`src/rtl/ipc_lockbox_pkg.sv`:
```
package ipc_lockbox_pkg;
  localparam int NREQ = 2;

  typedef enum logic [2:0] {
    CR_ACQUIRE = 3'd0,
    CR_RELEASE = 3'd1,
    CR_NOTIFY  = 3'd2,
    CR_WORD_A  = 3'd3,
    CR_WORD_B  = 3'd4,
    CR_STATE   = 3'd5
  } chan_reg_e;

  typedef enum logic [1:0] {
    IR_STATUS = 2'd0,
    IR_MASK   = 2'd1
  } slot_reg_e;
endpackage

```
`src/rtl/ipc_lock_chan.sv`:
```
module ipc_lock_chan #(
  parameter int NREQ   = 2,
  parameter int DATA_W = 32,
  localparam int ID_W  = (NREQ > 1) ? $clog2(NREQ) : 1
) (
  input  logic                        clk,
  input  logic                        rst,
  input  logic [NREQ-1:0]             acq_req,
  input  logic [NREQ-1:0]             rel_req,
  input  logic [NREQ-1:0]             dwr_en,
  input  logic [NREQ-1:0]             dwr_sel,
  input  logic [NREQ-1:0][DATA_W-1:0] dwr_data,
  output logic                        held,
  output logic [ID_W-1:0]             owner,
  output logic [NREQ-1:0]             acq_gnt,
  output logic                        rel_ok,
  output logic [ID_W-1:0]             rel_who,
  output logic [DATA_W-1:0]           word_a,
  output logic [DATA_W-1:0]           word_b
);
  logic [DATA_W-1:0] mbox [2];
  logic              taken;

  // lowest requester index wins a free lock
  always_comb begin
    acq_gnt = '0;
    taken   = 1'b0;
    for (int r = 0; r < NREQ; r++) begin
      if (acq_req[r] && !held && !taken) begin
        acq_gnt[r] = 1'b1;
        taken      = 1'b1;
      end
    end
  end

  always_comb begin
    rel_ok  = 1'b0;
    rel_who = owner;
    for (int r = 0; r < NREQ; r++) begin
      if (rel_req[r] && held && owner == ID_W'(r)) rel_ok = 1'b1;
    end
  end

  always_ff @(posedge clk) begin
    if (rst) begin
      held  <= 1'b0;
      owner <= '0;
    end else if (rel_ok) begin
      held <= 1'b0;
    end else begin
      for (int r = NREQ - 1; r >= 0; r--) begin
        if (acq_gnt[r]) begin
          held  <= 1'b1;
          owner <= ID_W'(r);
        end
      end
    end
  end

  // mailbox kept free of reset so it maps onto plain RAM
  always_ff @(posedge clk) begin
    for (int r = NREQ - 1; r >= 0; r--) begin
      if (dwr_en[r]) mbox[dwr_sel[r]] <= dwr_data[r];
    end
  end

  assign word_a = mbox[0];
  assign word_b = mbox[1];
endmodule

```
`src/rtl/ipc_irq_slot.sv`:
```
module ipc_irq_slot #(
  parameter int NUM_CH = 4,
  parameter int NREQ   = 2,
  parameter int DATA_W = 32,
  localparam int SW    = 2 * NUM_CH
) (
  input  logic                        clk,
  input  logic                        rst,
  input  logic [NUM_CH-1:0]           rel_set,
  input  logic [NUM_CH-1:0]           ntf_set,
  input  logic [NREQ-1:0]             mask_we,
  input  logic [NREQ-1:0]             clr_we,
  input  logic [NREQ-1:0][DATA_W-1:0] wdata,
  output logic [SW-1:0]               status,
  output logic [SW-1:0]               mask,
  output logic                        irq
);
  logic [SW-1:0] clr_bits, stat_d, mask_d;

  always_comb begin
    clr_bits = '0;
    mask_d   = mask;
    for (int r = NREQ - 1; r >= 0; r--) begin
      if (clr_we[r])  clr_bits = clr_bits | wdata[r][SW-1:0];
      if (mask_we[r]) mask_d   = wdata[r][SW-1:0];
    end
    // a new event wins over a clear in the same cycle
    stat_d = (status & ~clr_bits) | {ntf_set, rel_set};
  end

  always_ff @(posedge clk) begin
    if (rst) begin
      status <= '0;
      mask   <= '0;
      irq    <= 1'b0;
    end else begin
      status <= stat_d;
      mask   <= mask_d;
      irq    <= |(stat_d & mask_d);
    end
  end
endmodule

```
`src/rtl/ipc_lockbox.sv`:
```
module ipc_lockbox
  import ipc_lockbox_pkg::*;
#(
  parameter int NUM_CH  = 4,
  parameter int NUM_IRQ = 2,
  parameter int DATA_W  = 32,
  parameter int ADDR_W  = 8
) (
  input  logic               clk,
  input  logic               rst,
  input  logic               m0_valid,
  input  logic               m0_write,
  input  logic [ADDR_W-1:0]  m0_addr,
  input  logic [DATA_W-1:0]  m0_wdata,
  output logic [DATA_W-1:0]  m0_rdata,
  input  logic               m1_valid,
  input  logic               m1_write,
  input  logic [ADDR_W-1:0]  m1_addr,
  input  logic [DATA_W-1:0]  m1_wdata,
  output logic [DATA_W-1:0]  m1_rdata,
  output logic [NUM_IRQ-1:0] irq_o
);
  localparam int CH_W  = (NUM_CH > 1) ? $clog2(NUM_CH) : 1;
  localparam int IRQ_W = (NUM_IRQ > 1) ? $clog2(NUM_IRQ) : 1;
  localparam int ID_W  = (NREQ > 1) ? $clog2(NREQ) : 1;
  localparam int SW    = 2 * NUM_CH;

  logic [NREQ-1:0]             p_valid, p_write;
  logic [NREQ-1:0][ADDR_W-1:0] p_addr;
  logic [NREQ-1:0][DATA_W-1:0] p_wdata, rdata_q;

  assign p_valid  = {m1_valid, m0_valid};
  assign p_write  = {m1_write, m0_write};
  assign p_addr   = {m1_addr, m0_addr};
  assign p_wdata  = {m1_wdata, m0_wdata};
  assign m0_rdata = rdata_q[0];
  assign m1_rdata = rdata_q[1];

  // address decode per port
  logic [NREQ-1:0]            ch_rd, ch_wr, sl_rd, sl_wr, ch_ok, sl_ok;
  logic [NREQ-1:0][CH_W-1:0]  ch_idx;
  logic [NREQ-1:0][IRQ_W-1:0] sl_idx;
  logic [NREQ-1:0][2:0]       creg;
  logic [NREQ-1:0][1:0]       sreg;

  always_comb begin
    for (int r = 0; r < NREQ; r++) begin
      ch_idx[r] = p_addr[r][3 +: CH_W];
      sl_idx[r] = p_addr[r][2 +: IRQ_W];
      creg[r]   = p_addr[r][2:0];
      sreg[r]   = p_addr[r][1:0];
      ch_ok[r]  = int'(ch_idx[r]) < NUM_CH;
      sl_ok[r]  = int'(sl_idx[r]) < NUM_IRQ;
      ch_rd[r]  = p_valid[r] && !p_write[r] && !p_addr[r][ADDR_W-1];
      ch_wr[r]  = p_valid[r] &&  p_write[r] && !p_addr[r][ADDR_W-1];
      sl_rd[r]  = p_valid[r] && !p_write[r] &&  p_addr[r][ADDR_W-1];
      sl_wr[r]  = p_valid[r] &&  p_write[r] &&  p_addr[r][ADDR_W-1];
    end
  end

  logic [NUM_CH-1:0]                ch_held, rel_ok;
  logic [NUM_CH-1:0][ID_W-1:0]      ch_owner, rel_who;
  logic [NUM_CH-1:0][NREQ-1:0]      gnt;
  logic [NUM_CH-1:0][DATA_W-1:0]    ch_wa, ch_wb;
  logic [NUM_CH-1:0][NUM_IRQ-1:0]   rel_mask, ntf_mask;

  for (genvar c = 0; c < NUM_CH; c++) begin : g_chan
    logic [NREQ-1:0]    acq, rel, ntf, dwe, dsel;
    logic [NUM_IRQ-1:0] nm;

    always_comb begin
      nm = '0;
      for (int r = 0; r < NREQ; r++) begin
        acq[r]  = ch_rd[r] && ch_idx[r] == CH_W'(c) && creg[r] == CR_ACQUIRE;
        rel[r]  = ch_wr[r] && ch_idx[r] == CH_W'(c) && creg[r] == CR_RELEASE;
        ntf[r]  = ch_wr[r] && ch_idx[r] == CH_W'(c) && creg[r] == CR_NOTIFY;
        dwe[r]  = ch_wr[r] && ch_idx[r] == CH_W'(c) &&
                  (creg[r] == CR_WORD_A || creg[r] == CR_WORD_B);
        dsel[r] = creg[r] == CR_WORD_B;
        if (ntf[r]) nm = nm | p_wdata[r][NUM_IRQ-1:0];
      end
    end

    ipc_lock_chan #(.NREQ(NREQ), .DATA_W(DATA_W)) u_chan (
      .clk      (clk),
      .rst      (rst),
      .acq_req  (acq),
      .rel_req  (rel),
      .dwr_en   (dwe),
      .dwr_sel  (dsel),
      .dwr_data (p_wdata),
      .held     (ch_held[c]),
      .owner    (ch_owner[c]),
      .acq_gnt  (gnt[c]),
      .rel_ok   (rel_ok[c]),
      .rel_who  (rel_who[c]),
      .word_a   (ch_wa[c]),
      .word_b   (ch_wb[c])
    );

    assign ntf_mask[c] = nm;
    assign rel_mask[c] = rel_ok[c] ? p_wdata[rel_who[c]][NUM_IRQ-1:0] : '0;
  end

  // route channel events to slots
  logic [NUM_IRQ-1:0][NUM_CH-1:0] rel_route, ntf_route;
  always_comb begin
    for (int k = 0; k < NUM_IRQ; k++) begin
      for (int c = 0; c < NUM_CH; c++) begin
        rel_route[k][c] = rel_mask[c][k];
        ntf_route[k][c] = ntf_mask[c][k];
      end
    end
  end

  logic [NUM_IRQ-1:0][SW-1:0] sl_stat, sl_mask;

  for (genvar k = 0; k < NUM_IRQ; k++) begin : g_slot
    logic [NREQ-1:0] mwe, cwe;
    always_comb begin
      for (int r = 0; r < NREQ; r++) begin
        mwe[r] = sl_wr[r] && sl_idx[r] == IRQ_W'(k) && sreg[r] == IR_MASK;
        cwe[r] = sl_wr[r] && sl_idx[r] == IRQ_W'(k) && sreg[r] == IR_STATUS;
      end
    end

    ipc_irq_slot #(.NUM_CH(NUM_CH), .NREQ(NREQ), .DATA_W(DATA_W)) u_slot (
      .clk     (clk),
      .rst     (rst),
      .rel_set (rel_route[k]),
      .ntf_set (ntf_route[k]),
      .mask_we (mwe),
      .clr_we  (cwe),
      .wdata   (p_wdata),
      .status  (sl_stat[k]),
      .mask    (sl_mask[k]),
      .irq     (irq_o[k])
    );
  end

  // registered read path
  always_ff @(posedge clk) begin
    if (rst) begin
      rdata_q <= '0;
    end else begin
      for (int r = 0; r < NREQ; r++) begin
        rdata_q[r] <= '0;
        if (ch_rd[r] && ch_ok[r]) begin
          case (creg[r])
            CR_ACQUIRE: rdata_q[r][0]      <= gnt[ch_idx[r]][r];
            CR_STATE:   rdata_q[r][ID_W:0] <= {ch_owner[ch_idx[r]], ch_held[ch_idx[r]]};
            CR_WORD_A:  rdata_q[r]         <= ch_wa[ch_idx[r]];
            CR_WORD_B:  rdata_q[r]         <= ch_wb[ch_idx[r]];
            default: ;
          endcase
        end else if (sl_rd[r] && sl_ok[r]) begin
          case (sreg[r])
            IR_STATUS: rdata_q[r][SW-1:0] <= sl_stat[sl_idx[r]];
            IR_MASK:   rdata_q[r][SW-1:0] <= sl_mask[sl_idx[r]];
            default: ;
          endcase
        end
      end
    end
  end
endmodule

```
`config.mk`:
```
export PLATFORM = sky130hd
export DESIGN_NAME = ipc_lockbox
export DESIGN_NICKNAME = d
export VERILOG_FILES = /design/src/rtl/ipc_lockbox_pkg.sv /design/src/rtl/ipc_lock_chan.sv /design/src/rtl/ipc_irq_slot.sv /design/src/rtl/ipc_lockbox.sv
export SDC_FILE = /design/constraint.sdc
export NUM_CORES = 1
export LEC_CHECK = 0
export BUFFER_PORTS_ARGS = -buffer_cell sky130_fd_sc_hd__buf_4
export CORE_UTILIZATION = 49
export DETAILED_ROUTE_END_ITERATION = 8
export GPL_TIMING_DRIVEN = 1
export PLACE_DENSITY_LB_ADDON = 0.2
export SYNTH_ARGS = -nofsm -noshare
export SYNTH_HDL_FRONTEND = slang
export SYNTH_SLANG_ARGS = --single-unit
```
`constraint.sdc`:
```
create_clock -name clk -period 6.9 [get_ports clk]
set_input_delay 0.345 -clock clk [delete_from_list [all_inputs] [get_ports clk]]
set_output_delay 0.345 -clock clk [all_outputs]
set_load 0.05 [all_outputs]
```
==> results.py, run 1 <==
metrics = {
    "logic_synthesis": {
        "syn_nets": 1406,
        "synthFlopType": "edfxtp_1",
        "ys_warn_count": 0,
        "ys_seq_area_share_pct": 50.7,
        "ys_seq_elements": 362,
        "synth.avg_cell_area_um2": 14.6,
        "synthArstFlopShare_pct": 0,
        "netlist_area_um2": 19300,
        "synth.distinct_cells": 57,
        "synth_cells": 1320,
        "synth_edf_count": 256,
    },
    "die": {
        "rows": 72,
        "die_x_um": 201,
        "die_h_um": 201,
        "ios": 152,
        "start_util_pct": 49.8,
        "core_um2": 38800,
        "die_area_um2": 40300,
    },
    "placement": {
        "dpl_cell_area_um2": 20800,
        "gp_routability_congestion": 0.928,
        "dp_hpwl_um": 30900,
        "dp_slack_ns": 2.52,
        "port_buffers": 147,
    },
    "finish": {
        "synthToLayoutAreaGrowth_pct": 14.5,
        "nets": 1493,
        "fin_area_um2": 22100,
        "n_fill_cell": 3137,
        "drive_gt1_share_pct": 46.0,
    },
    "critical_path": {
        "rrSetupSlack_ns": 4.93,
        "start_kind": "input pin",
        "reg2reg_from": "g_chan[3].u_chan.owner",
        "crit_path_end_kind": "register",
        "cp.required_ns": 7.09,
        "cpPeakStageDelay_ns": 1.10,
        "path_max_fanout": 35,
        "path_cells": "buf_4, nor2b_1, and2_2, and2_2, a21o_2",
        "critPathSlowestCell": "and2_2",
        "reg2reg_depth": 5,
        "r2r-end": "g_slot[1].u_slot.irq",
        "crit_top_cell": "and2_2",
        "cp_data_arrival_time_ns": 4.03,
        "timing_worst_setup_path_type": "in -> reg",
    },
    "route": {
        "vias_per_cell": 6.48,
        "remaining_drc_errors": 0,
        "drtPass1Iterations": 5,
        "drtIter0Drc": 1194,
        "vias": 12700,
        "ant_nets": 0,
        "routed_wirelength_um": 54600,
        "wl_per_cell_um": 27.9,
    },
    "sta": {
        "period_share_pct": 55.7,
        "finalSetupTns_ns": 0,
        "fmax_mhz": 260,
        "hold_ws_ns": 0.128,
        "tightest_slew_ns": 1.17,
        "hold_viol": 0,
        "setup_viol": 0,
        "min_period_ns": 3.85,
        "skew_ns": 0.0151,
        "finalWorstSetupSlack_ns": 3.05,
        "final_max_slew_viol_count": 0,
        "max_slew_margin_pct": 22.0,
        "rsz0062_at_grt": "false",
    },
    "run_status": {
        "outcome": "finished clean",
    },
    "clocking": {
        "clk_pin_slew_ns": 0.06,
        "cts_buffers": 41,
        "post_cts_buffers": 0,
        "cts_resized": 0,
        "clkLatencyLatePin_ns": 0.57,
        "clkSinkCount": 362,
        "clock_path_buffers": 3,
        "cts.hold.buffers_added": 0,
        "h-tree-depth": 2,
        "cts-root-buf": "clkbuf_16",
        "tritoncts": "built",
    },
    "global_routing": {
        "grt_use_total_pct": 27.3,
        "grt-ovfl-total": 0,
        "grt_pass1_vias": 13000,
        "grt_pass1_wl_um": 82000,
        "grt_max_degree": 56,
        "antenna_found_initial": 2,
    },
    "worst_hold_path": {
        "min-delay-path-class": "in -> reg",
        "hold_start": "m0_wdata[16]",
        "hold_end": "g_chan[2].u_chan.mbox[1][16]",
        "hold_depth": 2,
    },
    "flow_run": {
        "drv_cap": 0,
    },
    "power": {
        "ir_drop_mv": 0.239,
        "p_per_area_nw_per_um2": 226,
        "total_power_w": 0.00501,
        "p_leak_nw": 7.36,
    },
}
-- critical path, delay by kind of cell --
kind / cells / cell delay (ns)
AOI/OAI and AO/OA: 1 / 0.91
buffers and inverters: 1 / 0.18
and+or+nand+nor: 3 / 2.55
-- per-stage QoR --
step	utilization, %	std cells
floorplan	-	1320
global placement	53.5	1882
detailed placement	53.5	1882
CTS	57.0	1958
global route	57.0	1958
finish	57.0	1959
-- synth_stat cells (all sizes together) (3+ instances only) --
cell    count  share of area [%]
nor3b       5               0.22
a21o        4               0.16
nand3b      4               0.16
clkbuf     56                1.1
mux4      148                 17
a221oi      5               0.23
a311oi      4               0.18
o21ai       7               0.18
nor3       10               0.37
a22oi      80                3.1
buf        71                1.9
mux2i      18               0.93
nand2b      4               0.13
a221o       8               0.41
a41oi       5               0.23
mux2      264                 15
and2       10               0.32
nand3      10               0.26
nand2      16               0.31
dfxtp     106                 11
and3b       4               0.18
nand4       3              0.097
a22o        8               0.36
or3         3               0.12
o22ai      17               0.55
inv        26               0.50
a211oi      6               0.23
a31oi       4               0.13
nor2       85                1.7
edfxtp    256                 40
and3        3              0.097
a21oi      19               0.49
nor2b      33                1.1
-- placed cells by master, fill, tap and decap left out, drive strengths merged, types with 10 or more instances in the layout --
cell and instances:
mux2 264, edfxtp 256, buf 171, mux4 148, dfxtp 106, nor2 85
a22oi 80, clkbuf 63, nor2b 33, inv 28, a21oi 19, mux2i 18
o22ai 17, nand2 16, nand3 10, nor3 10, and2 10
-- worst max-delay path by stage --
stage                     startpoint                      endpoint  slack [ns]
after global placement    m0_addr[1]  g_chan[2].u_chan.mbox[0][24]        2.47
final                     m0_addr[1]  g_chan[2].u_chan.mbox[0][23]        3.05
after CTS                 m0_addr[1]   g_chan[2].u_chan.mbox[0][1]        3.10
after global routing      m0_addr[1]  g_chan[2].u_chan.mbox[0][19]        2.91
after detailed placement  m0_addr[1]  g_chan[2].u_chan.mbox[0][24]        2.52
after floorplan           m1_addr[0]   g_chan[0].u_chan.mbox[0][0]        2.96
-- state kept, by name (all words and copies together) (netlist names) --
| signal | cells |
|---|---|
| g_chan.u_chan.owner | 4 |
| m0_rdata | 32 |
| g_slot.u_slot.irq | 2 |
| g_slot.u_slot.mask | 16 |
| m1_rdata | 32 |
| g_slot.u_slot.status | 16 |
| g_chan.u_chan.held | 4 |
| g_chan.u_chan.mbox | 256 |
-- cell families after synthesis --
group / synth area share [%]
mux: 33.5
flops: 50.7
simple gates: 5.36
compound gates: 6.83
buf+inv: 3.50
xor+xnor: 0.0453
-- layer usage --
layer	share of wire, %	wire (µm)	track usage [%]	up-vias
met5	0.024	13	0	-
met4	2.5	1350	8.42	2
met3	7.9	4320	4.19	93
met2	48	26400	44.7	614
met1	41	22500	37.6	6525
li1	-	-	-	5460
-- layout make-up --
cell class	count	area (µm²)	area share, %
tap	518	648	2.93
sequential	362	9810	44.3
timing repair buffer	171	1280	5.80
clock inverter	13	180	0.814
clock buffer	63	1200	5.42
multi-input combinational	805	8920	40.3
antenna	1	2.50	0.0113
inverter	26	97.6	0.441
-- power by group --
part	switching, W	leakage [nW]	internal (W)	total (W)
clock network	0.000910	0.660	0.00132	0.00223
registers	0.00000762	3.16	0.00234	0.00235
logic	0.000227	3.54	0.000196	0.000423
(Power assumes the default switching activity.)
==> run 2, diff against run 1 <==
==> constraint.sdc (replaced) <==
create_clock -name clk -period 3.7 [get_ports clk]
set_input_delay 0.185 -clock clk [delete_from_list [all_inputs] [get_ports clk]]
set_output_delay 0.185 -clock clk [all_outputs]
set_load 0.05 [all_outputs]
==> run 2 against run 1 <==
  * Routed wire length is 2.5% higher
  * Clock power is 91% higher
  * Cell count is 5.1% higher
  * Sequential cell count stayed put
  * Largest cell class unchanged
==> results.py, run 2 (synthesis results as in run 1) <==
metrics = {
    "placement": {
        "dpl_cell_area_um2": 21000,
        "dp_hpwl_um": 34500,
        "gp_routability_congestion": 0.917,
        "port_buffers": 147,
    },
    "die": {
        "die_x_um": 201,
        "die_area_um2": 40300,
        "start_util_pct": 49.8,
        "ios": 152,
        "die_h_um": 201,
        "rows": 72,
        "core_um2": 38800,
    },
    "finish": {
        "largest_reg_flops": 256,
        "n_fill_cell": 3066,
        "fin_area_um2": 23200,
        "nets": 1592,
        "mostFrequentLayoutCells": "256 x edfxtp_1, 255 x mux2_2, 190 x buf_4, 148 x mux4_2, 106 x dfxtp_1",
        "drive_gt1_share_pct": 45.0,
        "final_common_cell": "edfxtp_1",
        "synthToLayoutAreaGrowth_pct": 20.0,
    },
    "route": {
        "routed_wirelength_um": 55900,
        "remaining_drc_errors": 0,
        "drtPass1Iterations": 6,
        "wl_per_cell_um": 27.2,
        "drtIter0Drc": 1316,
        "ant_nets": 0,
        "vias_per_cell": 6.37,
        "vias": 13100,
    },
    "critical_path": {
        "cp_data_arrival_time_ns": 3.05,
        "reg2reg_depth": 7,
        "path_max_fanout": 17,
        "start_kind": "input pin",
        "crit_path_end_kind": "register",
        "timing_worst_setup_path_type": "in -> reg",
        "cp.required_ns": 3.99,
    },
    "sta": {
        "fmax_mhz": 362,
        "hold_viol": 0,
        "setup_viol": 0,
        "period_share_pct": 74.7,
        "min_period_ns": 2.76,
        "skew_ns": 0.0168,
        "finalSetupTns_ns": 0,
        "final_max_slew_viol_count": 0,
        "max_slew_margin_pct": 36.1,
        "rsz0062_at_grt": "false",
        "tightest_slew_ns": 0.959,
    },
    "flow_run": {
        "drv_cap": 0,
    },
    "clocking": {
        "cts-root-buf": "clkbuf_16",
        "clkLatencyLatePin_ns": 0.55,
        "clk_pin_slew_ns": 0.06,
        "clkSinkCount": 362,
        "tritoncts": "built",
        "cts_buffers": 41,
        "cts_resized": 0,
        "clock_path_buffers": 3,
        "h-tree-depth": 2,
    },
    "global_routing": {
        "grt_pass1_wl_um": 83900,
        "grt_use_total_pct": 27.9,
        "grt_pass1_vias": 13500,
        "grt_max_degree": 57,
        "antenna_found_initial": 2,
        "grt-ovfl-total": 0,
    },
    "run_status": {
        "outcome": "finished clean",
    },
    "power": {
        "p_per_area_nw_per_um2": 410,
        "ir_drop_mv": 0.309,
        "p_leak_nw": 7.86,
        "total_power_w": 0.00951,
    },
    "worst_hold_path": {
        "min-delay-path-class": "in -> reg",
        "hold_depth": 2,
    },
}
-- run 2: cell types whose count changed in the layout (fill, tap and decap cells not counted), moves of 2 or more --
cell	delta
bufinv_16	+2
clkbuf_8	+2
clkinvlp_4	-3
clkinv_2	+7
buf_4	+19
clkbuf_1	-5
dlygate4sd3_1	+73
buf_12	+7
-- run 2: timing repair --
action	4_1_cts	5_1_grt
hold endpoints to repair	175	0
hold buffers	73	0
setup buffers	0	0
-- run 2: layout make-up --
cell class | count | area [µm²] | share of cell area, %
inverters | 26 | 97.6 | 0.421
clock inverters | 17 | 235 | 1.01
repair buffers | 270 | 2300 | 9.90
diodes | 2 | 5.00 | 0.0216
flip-flops and latches | 362 | 9810 | 42.3
well taps | 518 | 648 | 2.79
multi-input cells | 805 | 8920 | 38.5
clock buffers | 59 | 1180 | 5.11
-- run 2: power by group --
part	leakage (nW)	switching, W	internal (W)	total (W)
sequential	3.16	0.0000142	0.00437	0.00438
clock	0.704	0.00167	0.00259	0.00426
combinational	4.00	0.000443	0.000422	0.000865
total	7.86	0.00213	0.00738	0.00951
-- run 2: through the flow --
stage,util [%],setup WS (ns),hold slack [ns],cells
2_1_floorplan,-,0.167,0.386,1320
3_3_place_gp,54.2,0.947,0.545,1908
3_5_place_dp,54.2,0.916,0.548,1908
4_1_cts,59.7,1.02,0.00159,2057
5_1_grt,59.8,0.900,0.0148,2059
6_report,59.8,0.937,0.0174,2059
-- run 2: worst paths after layout --
path	start	endpoint	slack, ns
worst min-delay path	m1_wdata[31]	g_chan[1].u_chan.mbox[0][31]	0.02
worst max-delay path	m0_addr[1]	g_chan[2].u_chan.mbox[0][9]	0.94
worst min register to register	g_slot[1].u_slot.status[3]	g_slot[1].u_slot.status[3]	0.58
worst max register to register	g_chan[1].u_chan.owner	m1_rdata[1]	1.52
-- run 2: critical path: stages --
cell and delay, ns:
buf_4 0.19, nor2b_1 0.44, and2_2 0.40, buf_4 0.34, and2_2 0.22, buf_4 0.34, mux2_2 0.37, dlygate4sd3_1 0.55
-- run 2: metal layers --
layer  vias up  GRT usage [%]  share of wire, %
li1       5663              -                 -
met1      6824           38.6                42
met2       537           46.3                49
met3        88           4.35               6.9
met4         0           7.09               2.0
met5         -              0                 0
